$ cat config.mk
export PLATFORM = sky130hd
export DESIGN_NAME = clk_ratio_detect
export DESIGN_NICKNAME = d
export VERILOG_FILES = /design/src/rtl/clk_ratio_detect.sv
export SDC_FILE = /design/constraint.sdc
export NUM_CORES = 1
export LEC_CHECK = 0
export BUFFER_PORTS_ARGS = -buffer_cell sky130_fd_sc_hd__buf_2
export CORE_MARGIN = 2
export CORE_UTILIZATION = 35
export CTS_CLUSTER_DIAMETER = 100
export DETAILED_ROUTE_END_ITERATION = 10
export PLACE_DENSITY_LB_ADDON = 0.25
export RECOVER_POWER = 50
export SLEW_MARGIN = 20
export SYNTH_ARGS = -nofsm -noshare
export SYNTH_HDL_FRONTEND = slang
export SYNTH_SLANG_ARGS = --single-unit
$ cat constraint.sdc
create_clock -name clk -period 4.8 [get_ports clk]
set_input_delay 0.96 -clock clk [delete_from_list [all_inputs] [get_ports clk]]
set_output_delay 0.96 -clock clk [all_outputs]
set_load 0.05 [all_outputs]
$ cat src/rtl/clk_ratio_detect.sv
module clk_ratio_detect #(
  parameter int CNT_W   = 12,
  parameter int TIMEOUT = 4096,
  parameter int TOL     = 2
) (
  input  logic       clk,
  input  logic       rst_n,
  input  logic       mclk,
  input  logic       lrck,
  input  logic       bick,
  input  logic       auto_sel,
  input  logic [1:0] man_spd,
  output logic [1:0] speed,
  output logic [7:0] osr,
  output logic       ratio_ok,
  output logic       psave
);

  localparam int IDLE_W = $clog2(TIMEOUT + 1);
  localparam int NOM [7] = '{128, 192, 256, 384, 512, 768, 1152};

  function automatic logic [2:0] ratio_idx(input logic [CNT_W-1:0] c);
    ratio_idx = 3'd0;
    for (int i = 0; i < 7; i++)
      if (int'(c) >= NOM[i] - TOL && int'(c) <= NOM[i] + TOL) ratio_idx = 3'(i + 1);
  endfunction

  function automatic logic [1:0] idx_speed(input logic [2:0] i);
    case (i)
      3'd1, 3'd2: idx_speed = 2'd2;
      3'd3, 3'd4: idx_speed = 2'd1;
      default:    idx_speed = 2'd0;
    endcase
  endfunction

  function automatic logic idx_allowed(input logic [2:0] i, input logic [1:0] s);
    case (s)
      2'd1:    idx_allowed = (i >= 3'd1) && (i <= 3'd4);
      2'd2:    idx_allowed = (i == 3'd1) || (i == 3'd2);
      default: idx_allowed = (i >= 3'd3);
    endcase
  endfunction

  logic [2:0]        m_s, l_s, b_s;
  logic [CNT_W-1:0]  cnt;
  logic [IDLE_W-1:0] idle;
  logic [2:0]        seen;
  logic [2:0]        prev_idx;
  logic              armed;
  logic [1:0]        auto_spd;

  wire              m_rise  = m_s[1] & ~m_s[2];
  wire              lr_rise = l_s[1] & ~l_s[2];
  wire [2:0]        edges   = {b_s[1] ^ b_s[2], l_s[1] ^ l_s[2], m_s[1] ^ m_s[2]};
  wire              any_edge = |edges;
  wire              tmo_hit = ~any_edge && (idle == IDLE_W'(TIMEOUT - 1));
  wire              active  = &seen;
  wire [CNT_W-1:0]  meas    = (&cnt) ? cnt : cnt + CNT_W'(m_rise);
  wire [2:0]        idx     = ratio_idx(meas);
  wire [1:0]        man_eff = (man_spd == 2'b11) ? 2'b00 : man_spd;

  assign speed = auto_sel ? auto_spd : man_eff;
  assign osr   = 8'd128 >> speed;
  assign psave = ~active;

  always_ff @(posedge clk or negedge rst_n) begin
    if (!rst_n) begin
      m_s <= '0;
      l_s <= '0;
      b_s <= '0;
    end else begin
      m_s <= {m_s[1:0], mclk};
      l_s <= {l_s[1:0], lrck};
      b_s <= {b_s[1:0], bick};
    end
  end

  always_ff @(posedge clk or negedge rst_n) begin
    if (!rst_n) begin
      idle <= '0;
      seen <= '0;
    end else begin
      if (any_edge) idle <= '0;
      else if (idle != IDLE_W'(TIMEOUT)) idle <= idle + 1'b1;
      if (tmo_hit) seen <= '0;
      else seen <= seen | edges;
    end
  end

  always_ff @(posedge clk or negedge rst_n) begin
    if (!rst_n) begin
      cnt      <= '0;
      armed    <= 1'b0;
      ratio_ok <= 1'b0;
      prev_idx <= '0;
      auto_spd <= 2'd0;
    end else if (!active || tmo_hit) begin
      cnt      <= '0;
      armed    <= 1'b0;
      ratio_ok <= 1'b0;
      prev_idx <= '0;
    end else if (lr_rise) begin
      if (armed) begin
        ratio_ok <= auto_sel ? (idx != 3'd0) : idx_allowed(idx, man_eff);
        if (idx != 3'd0 && idx == prev_idx) auto_spd <= idx_speed(idx);
        prev_idx <= idx;
      end
      armed <= 1'b1;
      cnt   <= '0;
    end else begin
      cnt <= meas;
    end
  end

  AST_RESERVED_NORMAL: assert property (@(posedge clk) disable iff (!rst_n)
    (!auto_sel && man_spd == 2'b11) |-> (osr == 8'd128));
  AST_SPEED_LEGAL: assert property (@(posedge clk) disable iff (!rst_n)
    speed != 2'b11);
  AST_OK_AT_FRAME: assert property (@(posedge clk) disable iff (!rst_n)
    $rose(ratio_ok) |-> $past(lr_rise));
  AST_HOLD_BETWEEN_FRAMES: assert property (@(posedge clk) disable iff (!rst_n)
    !lr_rise |=> $stable(auto_spd));
  AST_PSAVE_NO_OK: assert property (@(posedge clk) disable iff (!rst_n)
    psave |-> !ratio_ok);
  AST_IDLE_BOUND: assert property (@(posedge clk) disable iff (!rst_n)
    idle <= IDLE_W'(TIMEOUT));
  AST_WAKE_NEEDS_ALL: assert property (@(posedge clk) disable iff (!rst_n)
    $fell(psave) |-> $past(edges != 3'b000));

endmodule

; Yosys cells after proc, flatten, opt, wreduce, memory -nomap -nowiden
; Cells that the tools add are included.
; Widths: inputs -> output; s select.
[totals]
register_bits = 44
memories = 0
inputBits = 8
mem_bits_rw = 0
romBits = 0
latch_bits = 0
elab_cells = 101
out_inout_bits = 12
[classes]
order_cmp = 17
n_mul = 0
n_bitwise = 11
shift = 1
muxes = 26
addsub = 2
n_eq_ne = 10
reduce_logical = 24
n_div = 0
[op_table]
columns = operator, count
row1 = $mux 12, 3
row2 = $mux 13, 2
row3 = $ge 12x8->1 const B, 2
row4 = $ge 12x9->1 const B, 2
row5 = $le 12x10->1 const B, 2
row6 = $le 12x8->1 const B, 2
row7 = $le 12x9->1 const B, 2
row8 = $mux 3, 8
row9 = $add 13x1->13 const B, 1
row10 = $eq 13x12->1 const B, 1
row11 = $ne 13x13->1 const B, 1
row12 = $add 12x1->12, 1
row13 = $ge 12x10->1 const B, 1
row14 = $ge 12x11->1 const B, 1
row15 = $ge 12x7->1 const B, 1
row16 = $le 12x11->1 const B, 1
row17 = $reduce_and 12->1, 1
row18 = $logic_and 1x1->1, 10
row19 = $mux 2, 4
row20 = $shr 8x2->8 const A, 1
row21 = $mux 1, 7
row22 = $eq 3x2->1 const B, 2
row23 = $reduce_bool 2->1, 3
row24 = $not 1->1, 5
row25 = 21 further kinds, 27

; Longest topological paths before layout
; Gate-level depths: netlist (run 1).
[depth]
word_depth = 20
ltp_mapped = 14
depth_no_buf = 13

; Worst setup path before layout (run 1)
; OpenSTA, ideal clock, no wires.
[synth_timing]
path_kind = register -> register
from = register m_s[2]
to = register auto_spd[0]
stages_incl_launch_ff = 14
t_required_ns = 4.672
setup_slack_ns = 1.359
period_less_slack_ns = 3.441
n_path_buf = 1
arrival_time_ns = 3.313
setup_ns = 0.128
cell_sequence = dfrtp_1 -> inv_1 -> ha_1 -> ha_1 -> buf_2 -> nand3_1 -> or4_1 -> a2111oi_1 -> nand3_1 -> a21boi_2 -> and4bb_4 -> xnor2_1 -> nor4_2 -> mux2_1
[synth_via]
elab_chain_cells = 16
word_cells_on_any_way = 49
classes_between = add/sub (1) / order compare (14) / eq/ne (5) / mux (9) / bitwise (5) / reduce/logical (15)
[synth_rtl]
columns = element, line_no
row1 = from (decl), 44  ; logic [2:0] m_s, l_s, b_s;
row2 = from (signal assigned), 72  ; m_s <= {m_s[1:0], mclk};
row3 = $not 1->1, 52  ; wire m_rise = m_s[1] & ~m_s[2];
row4 = $and 1x1->1, 52
row5 = $add 12x1->12, 58  ; wire [CNT_W-1:0] meas = (&cnt) ? cnt : cnt + CNT_W'(m_rise);
row6 = $mux 12, 58
row7 = $ge 12x7->1 or $le 12x8->1 (tied branches), 25  ; if (int'(c) >= NOM[i] - TOL && int'(c) <= NOM[i] + TOL) ratio_idx = 3'(i + 1);
row8 = $logic_and 1x1->1, 25
row9 = $mux 1, 25
row10 = $mux 2 (2 in series), 25
row11 = $mux 3 (4 in series), 25
row12 = "$eq 3x2->1, or another cell as far along", 29  ; case (i)
row13 = $reduce_or 2->1 or $logic_and 1x1->1 (tied branches), "29, 105"
row14 = $pmux 2 s2 or $reduce_and 4->1 (tied branches), n/a
row15 = to (signal assigned), 105  ; if (idx != 3'd0 && idx == prev_idx) auto_spd <= idx_speed(idx);
row16 = to (decl), 50  ; logic [1:0] auto_spd;
; Several ways; a longest one is shown, not always the timed one.
; A chain may end at the register's enable or synchronous reset.

; Worst setup path in the final report (run 1)
[layout_timing]
from = register m_s[2]
to = register auto_spd[1]
; The elaborated chain is that of the path after synthesis.

==> results.md, run 1 <==
* Outcome: finished, violations left
* Failing checks: max-capacitance violations, max-slew violations
* Seq pwr share at 49.9%
* Critical Path AT at 4.08 ns
* Total GRT Usage at 14.8%
* H-tree depth at 2
* FF-to-FF path depth at 12
* GPL Wtd Cong at 0.881
* Vias in the first global route at 2157
* Vias per cell at 5.45
* Int Power at 0.579 mW
* Reg-to-Reg Start: m_s[2]
* IO buf count at 15
* CP Launch Point: m_s[2]
* FF+latch area at 1100 um2
* Synth unique cells at 66
* Gr ovfl total at 0
* Critical R2R Capture: auto_spd[1]
* Hpwl dp at 4550 um
* Worst Path Required at 4.99 ns
* Root buffer cell: clkbuf_8
* Clock share of power at 36.1%
* Top Family by Delay on Critical Path: simple AND/OR/NAND/NOR gates
* Area contributors post-synth: dfrtp_1 38%, nor2_1 5.5%, ha_1 3.9%, nand3_1 3.5%, xor2_1 3.1%
* Synth warnings at 0
* Slowest-stage cell, CP: nor4b_1
* Leak Pwr at 1.36 nW
* Slew Viols, Final at 45
* Largest area contributor in the netlist: dfrtp_1
* Final Core Density at 39.6%
* Area growth syn-to-layout at 8.22%
* WP buf/inv at 1
* Core area at 7810 um2
* FMAX at 0.257 GHz
* Hold_buf cts at 0
* Min-Delay Path Class: flip-flop to flip-flop
* Critical Path Start Type: flip-flop
* R2r setup slk at 0.90 ns
* RSZ-0062 raised after global routing: false
* Net Sw Frac at 28.1%
* # diodes at 0
* Net Switching at 0.227 mW
* # rows at 32
* Endpoint of the worst setup timing path: auto_spd[1]
* Pre-antenna DRT Iters at 5
* Overall routed net length at 6100 um
* Initial core utilization at 36.6%
* Share of the synthesized area in the top cell type at 38.5%
* Critical Path End Type: flip-flop
* CP cell instances: inv_1, ha_1, ha_1, and4_1, and4_1, mux2_2, nor4b_1, a21boi_2, and4bb_4, xnor2_1, nor4_2, mux2_1
* Peak supply drop at 0.189 mV
* Die height at 94.4 um
* Via Count at 2300
* Cts repair resizes at 0
* Multi-input gate area at 1620 um2
* Final setup vio count at 0
* Synth Flop Type: dfrtp_1
* First-pass GRT wire length at 10400 um
* Worst skew pair latency at 0.29 ns
* Maximum fanout along the worst path at 7
* Layout cell share with drive strength beyond 1 at 13.8%
* Fill cells at 787
* Avg Cell Area, Syn at 9.23 um2
* Setup CP Type: flip-flop to flip-flop
* Clk sink count at 44
* Mapped Area at 2860 um2
* Max_cap viols at 1
* Post-layout minimum cycle time at 3.90 ns
* Setup_tns at 0 ns
* CTS tree: yes
* CP Depth at 12
* Detailed Route Iter0 Violations at 143
* Worst-path clk slew at 0.09 ns
* FF+latch count, synth at 44
* Synthesized instance count at 310
* Final net count at 336
* Clock Path Buffers at 2
* Fin. Hold Viols at 0
* PD cells at 260 nW/um2
* Initial antenna violation count at 0
* Period utilisation layout at 81.2%
* Top post-synthesis cells by count: 44 x dfrtp_1, 42 x nor2_1, 23 x nand2_1
* CTS Buf Count at 5
* Post-synth ARST share at 100%
* Max_slew headroom at -54.5%
* Register area share after synthesis at 38.5%
* Chip width at 94.4 um
* Crit-path max cell delay at 0.53 ns
* Worst Skew at 0.00719 ns
* Remaining DRCs at 0
* Part of the power in combinational logic at 14.1%
* Tightest Pin Transition at 2.32 ns
* Cell with the most instances after synthesis: dfrtp_1
* Die area at 8910 um2
* WL per Instance at 14.5 um
* Post-CTS Setup Bufs at 0
* EDFF count, synth at 0
* Largest net degree at the start of global routing at 45
* I/O pin total at 20
* ANT nets after route at 0
power groups by stage:
stage               registers [mW]  clock network [mW]  logic [mW]
floorplan                    0.403                   0      0.0911
global placement             0.407                   0       0.115
detailed placement           0.409                   0       0.114
CTS                          0.401               0.306       0.115
global route                 0.404               0.321       0.125
finish                       0.402               0.290       0.113
stage by stage:
| step | instances | cell area, um2 | power (mW) | setup slack, ns | hold WS (ns) |
|---|---|---|---|---|---|
| 5_1_grt | 422 | 3100 | 0.849 | 0.593 | 0.365 |
| 2_1_floorplan | 313 | 2870 | 0.494 | 1.36 | 0.331 |
| 4_1_cts | 422 | 3100 | 0.822 | 0.907 | 0.363 |
| 6_report | 422 | 3100 | 0.805 | 0.903 | 0.357 |
| 3_3_place_gp | 414 | 2980 | 0.523 | 0.988 | 0.337 |
| 3_5_place_dp | 414 | 2980 | 0.522 | 0.938 | 0.339 |
final cells by class:
| type | instances | share of cell area, % |
|---|---|---|
| repair buffers | 15 | 2.38 |
| clock buffers | 5 | 2.22 |
| multi-input cells | 238 | 52.4 |
| flip-flops and latches | 44 | 35.6 |
| inverters | 15 | 1.82 |
| well taps | 102 | 4.12 |
| clock inverters | 3 | 1.50 |
sequential cells by signal, summed over array words and instances (netlist names):
signal	count
cnt	12
idle	13
b_s	3
m_s	3
ratio_ok	1
armed	1
l_s	3
seen	3
prev_idx	3
auto_spd	2
placed cells by master, fill, tap and decap left out, drive strengths merged, types with 2 or more instances in the layout:
cell type / netlist / final
mux2i: 5 / 5
nand2: 23 / 23
o21ai: 7 / 7
or4: 3 / 3
nor3: 6 / 6
nor2b: 2 / 2
o211ai: 2 / 2
inv: 15 / 16
o22ai: 2 / 2
xor2: 10 / 10
conb: 1 / 4
nor4: 7 / 7
and4: 4 / 4
nor4b: 3 / 3
a211oi: 10 / 10
and3: 8 / 8
a31oi: 2 / 2
and2: 5 / 5
nand4: 7 / 7
clkbuf: 4 / 6
dfrtp: 44 / 44
nand3: 21 / 21
o21a: 3 / 3
ha: 9 / 9
a32oi: 2 / 2
a31o: 2 / 2
xnor2: 7 / 7
a2111oi: 2 / 2
a21oi: 12 / 12
nor2: 43 / 43
buf: 12 / 14
mux2: 5 / 5
or3: 5 / 5
o31ai: 3 / 3
worst min path at each step:
stage	startpoint	end	slack, ns	depth (start not counted)
5_1_grt	l_s[0]	l_s[1]	0.36	0
4_1_cts	l_s[0]	l_s[1]	0.36	0
2_1_floorplan	b_s[0]	b_s[1]	0.33	0
3_5_place_dp	b_s[0]	b_s[1]	0.34	0
6_report	m_s[0]	m_s[1]	0.36	0
3_3_place_gp	m_s[0]	m_s[1]	0.34	0
layer usage:
layer / global-route usage, % / share of wire, % / vias to the layer above
met5: 0 / 0 / -
met4: 4.59 / 1.8 / 0
met3: 2.63 / 3.9 / 10
met2: 21.4 / 43 / 42
met1: 22.6 / 51 / 1116
li1: - / - / 1132
cells by family (layout without fill, tap and decap cells):
| kind of cell | count (synthesis) | count (layout) | synth area share (%) |
|---|---|---|---|
| simple gates | 140 | 140 | 26.7 |
| compound gates | 58 | 58 | 16.6 |
| flops | 44 | 44 | 38.5 |
| buf+inv | 31 | 38 | 5.21 |
| xor+xnor | 17 | 17 | 5.21 |
| mux | 10 | 10 | 3.72 |
| fa+ha+maj | 9 | 9 | 3.94 |
| other cells | 1 | 4 | 0.131 |
Power figures use the tool's default switching activity.
==> run 2, diff against run 1 <==
- ABC_AREA: unset -> 1
- clock period: 4.8 -> 3.8 ns (I/O delays scaled with it)
==> run 2 against run 1 <==
Compared with the run above: die area increased by 5.9%; total power up 26%; cell area is 7.0% higher; sequential power increased by 24%; largest power group unchanged; non-clock buffer count did not move; first-iteration DRC count rose by 5.6%; the flow still finishes with violations (max-capacitance violations, max-slew violations); register-to-register slack got worse by 0.02 ns; combinational power up 40%.
==> results.md, run 2 <==
* Placed Area at 3210 um2 (+7.5%)
* Remaining DRCs at 0 (unchanged)
* Hold path endpoint: l_s[1]
* Outcome: finished, violations left
* Final Core Density at 39.9% (+0.26 points)
* WL per Instance at 11.4 um (-21%)
* Initial antenna violation count at 0 (unchanged)
* RSZ-0062 raised after global routing: false
* Failing checks: max-capacitance violations, max-slew violations
* Largest register FFs at 13 (unchanged)
* Initial core utilization at 36.6% (about the same)
* Most common cell after layout, fill and taps aside: nand2_1
* Final Cell Area at 3310 um2 (+7.0%)
* Detailed Route Iter0 Violations at 151 (+5.6%)
* Chip width at 97.2 um (+2.9%)
* Min-Delay Path Class: flip-flop to flip-flop
* Reg-to-Reg Start: m_s[1]
* Power Total at 1.01 mW (+26%)
* Top Family by Delay on Critical Path: simple AND/OR/NAND/NOR gates
* Max_slew headroom at -56.2% (-1.7 points)
* Clk sink count at 44 (unchanged)
* Root buffer cell: clkbuf_8
* Final setup vio count at 0 (unchanged)
* Critical Path AT at 3.10 ns (-0.98 ns)
* CP cell instances: ha_1, ha_1, nand2_4, xor2_1, nand3_1, nor2_1, nand2_1, nor2_2, nand2_1, nand2_1, nand3_1, nand2_1, nor2_2, nand2_1, nand3_1, nor2_1, nand3_2, nand2_1, o21ai_1
* Post-CTS Setup Bufs at 0 (unchanged)
* Layout cell share with drive strength beyond 1 at 14.1% (+0.38 points)
* Overall routed net length at 6380 um (+4.6%)
* R2r setup slk at 0.89 ns (-0.02 ns)
* H-tree depth at 2 (unchanged)
* Setup CP Type: flip-flop to flip-flop
* Leak Pwr at 1.74 nW (+28%)
* WP buf/inv at 0 (-1)
* Worst Path Required at 3.98 ns (-1.01 ns)
* Peak supply drop at 0.214 mV (+13%)
* Tightest Pin Transition at 2.34 ns (+0.0255 ns)
* Critical Path Most Common Cell: nand2_1
* Post-synth ARST share at 100% (unchanged)
* Hold_sp: l_s[0]
* Worst Hold Depth at 0 (unchanged)
* FF-to-FF path depth at 19 (+7)
* Die height at 97.2 um (+2.9%)
* Maximum fanout along the worst path at 4 (-3)
* Synthesized instance count at 434 (+40%)
* FMAX at 0.343 GHz (+34%)
* CTS tree: yes
* Area contributors post-synth: dfrtp_1 36%, nand2_1 14%, inv_1 8.0%, nor2_1 7.0%, nand3_1 4.8%
* Final worst slack at 0.887 ns (-0.0155 ns)
* Period utilisation layout at 76.6% (-4.5 points)
* CTS Buf Count at 5 (unchanged)
* Area growth syn-to-layout at 9.02%
* GPL Wtd Cong at 0.884 (+0.28%)
* PD cells at 306 nW/um2 (+17%)
* # rows at 33 (+3.1%)
* Largest net degree at the start of global routing at 45 (unchanged)
* FF+latch count, synth at 44 (unchanged)
* EDFF count, synth at 0 (unchanged)
* Crit-path max cell delay at 0.39 ns (-0.14 ns)
* Critical R2R Capture: auto_spd[1]
* Pre-antenna DRT Iters at 4 (-1)
* Critical Path End Type: flip-flop
* CP Depth at 19 (+7)
* Final net count at 469 (+40%)
* Avg Cell Area, Syn at 7.00 um2 (-24%)
* Vias per cell at 4.67 (-14%)
* Largest registers: idle: 13 flops, cnt: 12 flops
* Cell with the most instances after synthesis: nand2_1
* Top reg by flops: idle
* Synth unique cells at 38 (-42%)
* Clock Path Buffers at 2 (unchanged)
* Share of the synthesized area in the top cell type at 36.2% (-2.3 points)
* Synth warnings at 0 (unchanged)
* Slowest-stage cell, CP: dfrtp_1
* I/O pin total at 20 (unchanged)
* Hpwl dp at 4870 um (+6.9%)
* Cts repair resizes at 0 (unchanged)
* Setup_tns at 0 ns (unchanged)
* Critical Path Start Type: flip-flop
* Core area at 8300 um2 (+6.3%)
* Die area at 9440 um2 (+5.9%)
* Fin. Hold Viols at 0 (unchanged)
* Register area share after synthesis at 36.2% (-2.3 points)
* Slew Viols, Final at 45 (unchanged)
* Gr ovfl total at 0 (unchanged)
* Worst skew pair latency at 0.30 ns (about the same)
* IO buf count at 15 (unchanged)
* Max_cap viols at 1 (unchanged)
* Vias in the first global route at 2503 (+16%)
* Most frequent cells in the layout: 115 x nand2_1, 65 x inv_1, 57 x nor2_1
* Worst Skew at 0.00874 ns (+0.00155 ns)
* Total GRT Usage at 14.1% (-0.77 points)
* Worst slack, placed at 0.906 ns (-0.0320 ns)
* Post-layout minimum cycle time at 2.91 ns (-0.984 ns)
* Via Count at 2604 (+13%)
* # diodes at 0 (unchanged)
* Synth Flop Type: dfrtp_1
* First-pass GRT wire length at 11200 um (+7.7%)
* Hold_buf cts at 0 (unchanged)
* Top post-synthesis cells by count: 115 x nand2_1, 65 x inv_1, 57 x nor2_1
* Largest area contributor in the netlist: dfrtp_1
* Mapped Area at 3040 um2 (+6.2%)
* Worst-path clk slew at 0.08 ns (about the same)
* ANT nets after route at 0 (unchanged)
-- run 2: worst max-delay path by stage --
stage          startpoint          end  slack [ns]
2_1_floorplan  man_spd[0]       osr[7]        0.79
3_3_place_gp       m_s[1]  auto_spd[1]        0.91
3_5_place_dp       m_s[1]  auto_spd[1]        0.91
4_1_cts            m_s[1]  auto_spd[1]        0.87
5_1_grt            m_s[1]  auto_spd[1]        0.52
6_report           m_s[1]  auto_spd[1]        0.89
-- run 2: stage by stage --
step / hold slack [ns] / instances
4_1_cts: 0.358 / 558
3_5_place_dp: 0.338 / 550
3_3_place_gp: 0.334 / 550
6_report: 0.354 / 558
5_1_grt: 0.364 / 558
2_1_floorplan: 0.331 / 437
-- run 2: metal layers --
layer | track usage [%] | vias to the layer above | wire length, um
met5 | 0 | - | 0
met4 | 4.01 | 0 | 85
met3 | 1.73 | 9 | 170
met2 | 23.6 | 43 | 3030
met1 | 19.2 | 1173 | 3100
li1 | - | 1379 | -
-- run 2: cells by family after synthesis --
group	after synthesis	share of synthesized area (%)
AO/OA/AOI/OAI	41	7.37
XOR/XNOR	5	1.44
adder cells (fa/ha/maj)	9	3.71
buffers and inverters	77	10.3
flip-flops	44	36.2
other	1	0.123
AND/OR/NAND/NOR	257	40.8
-- run 2: worst reg2reg max path, delay by kind of cell (launching register included) --
kind                     cells  cell delay (ns)
AND/OR/NAND/NOR             15             1.62
flip-flops                   1             0.39
AO/OA/AOI/OAI                1             0.06
XOR/XNOR                     1             0.31
adder cells (fa/ha/maj)      2             0.44
-- run 2: where the power goes --
group / leakage [nW] / switching [mW] / internal, mW / total [mW]
logic: 1.11 / 0.114 / 0.0439 / 0.158
clock network: 0.0552 / 0.160 / 0.195 / 0.356
registers: 0.570 / 0.0171 / 0.481 / 0.498
-- run 2: area by class of cell --
type	count	area, um2
clock buffers	6	72.6
fillers	847	4990
multi-input cells	316	1640
inverters	70	263
clock inverters	2	35.0
flip-flops and latches	44	1100
repair buffers	15	73.8
well taps	105	131
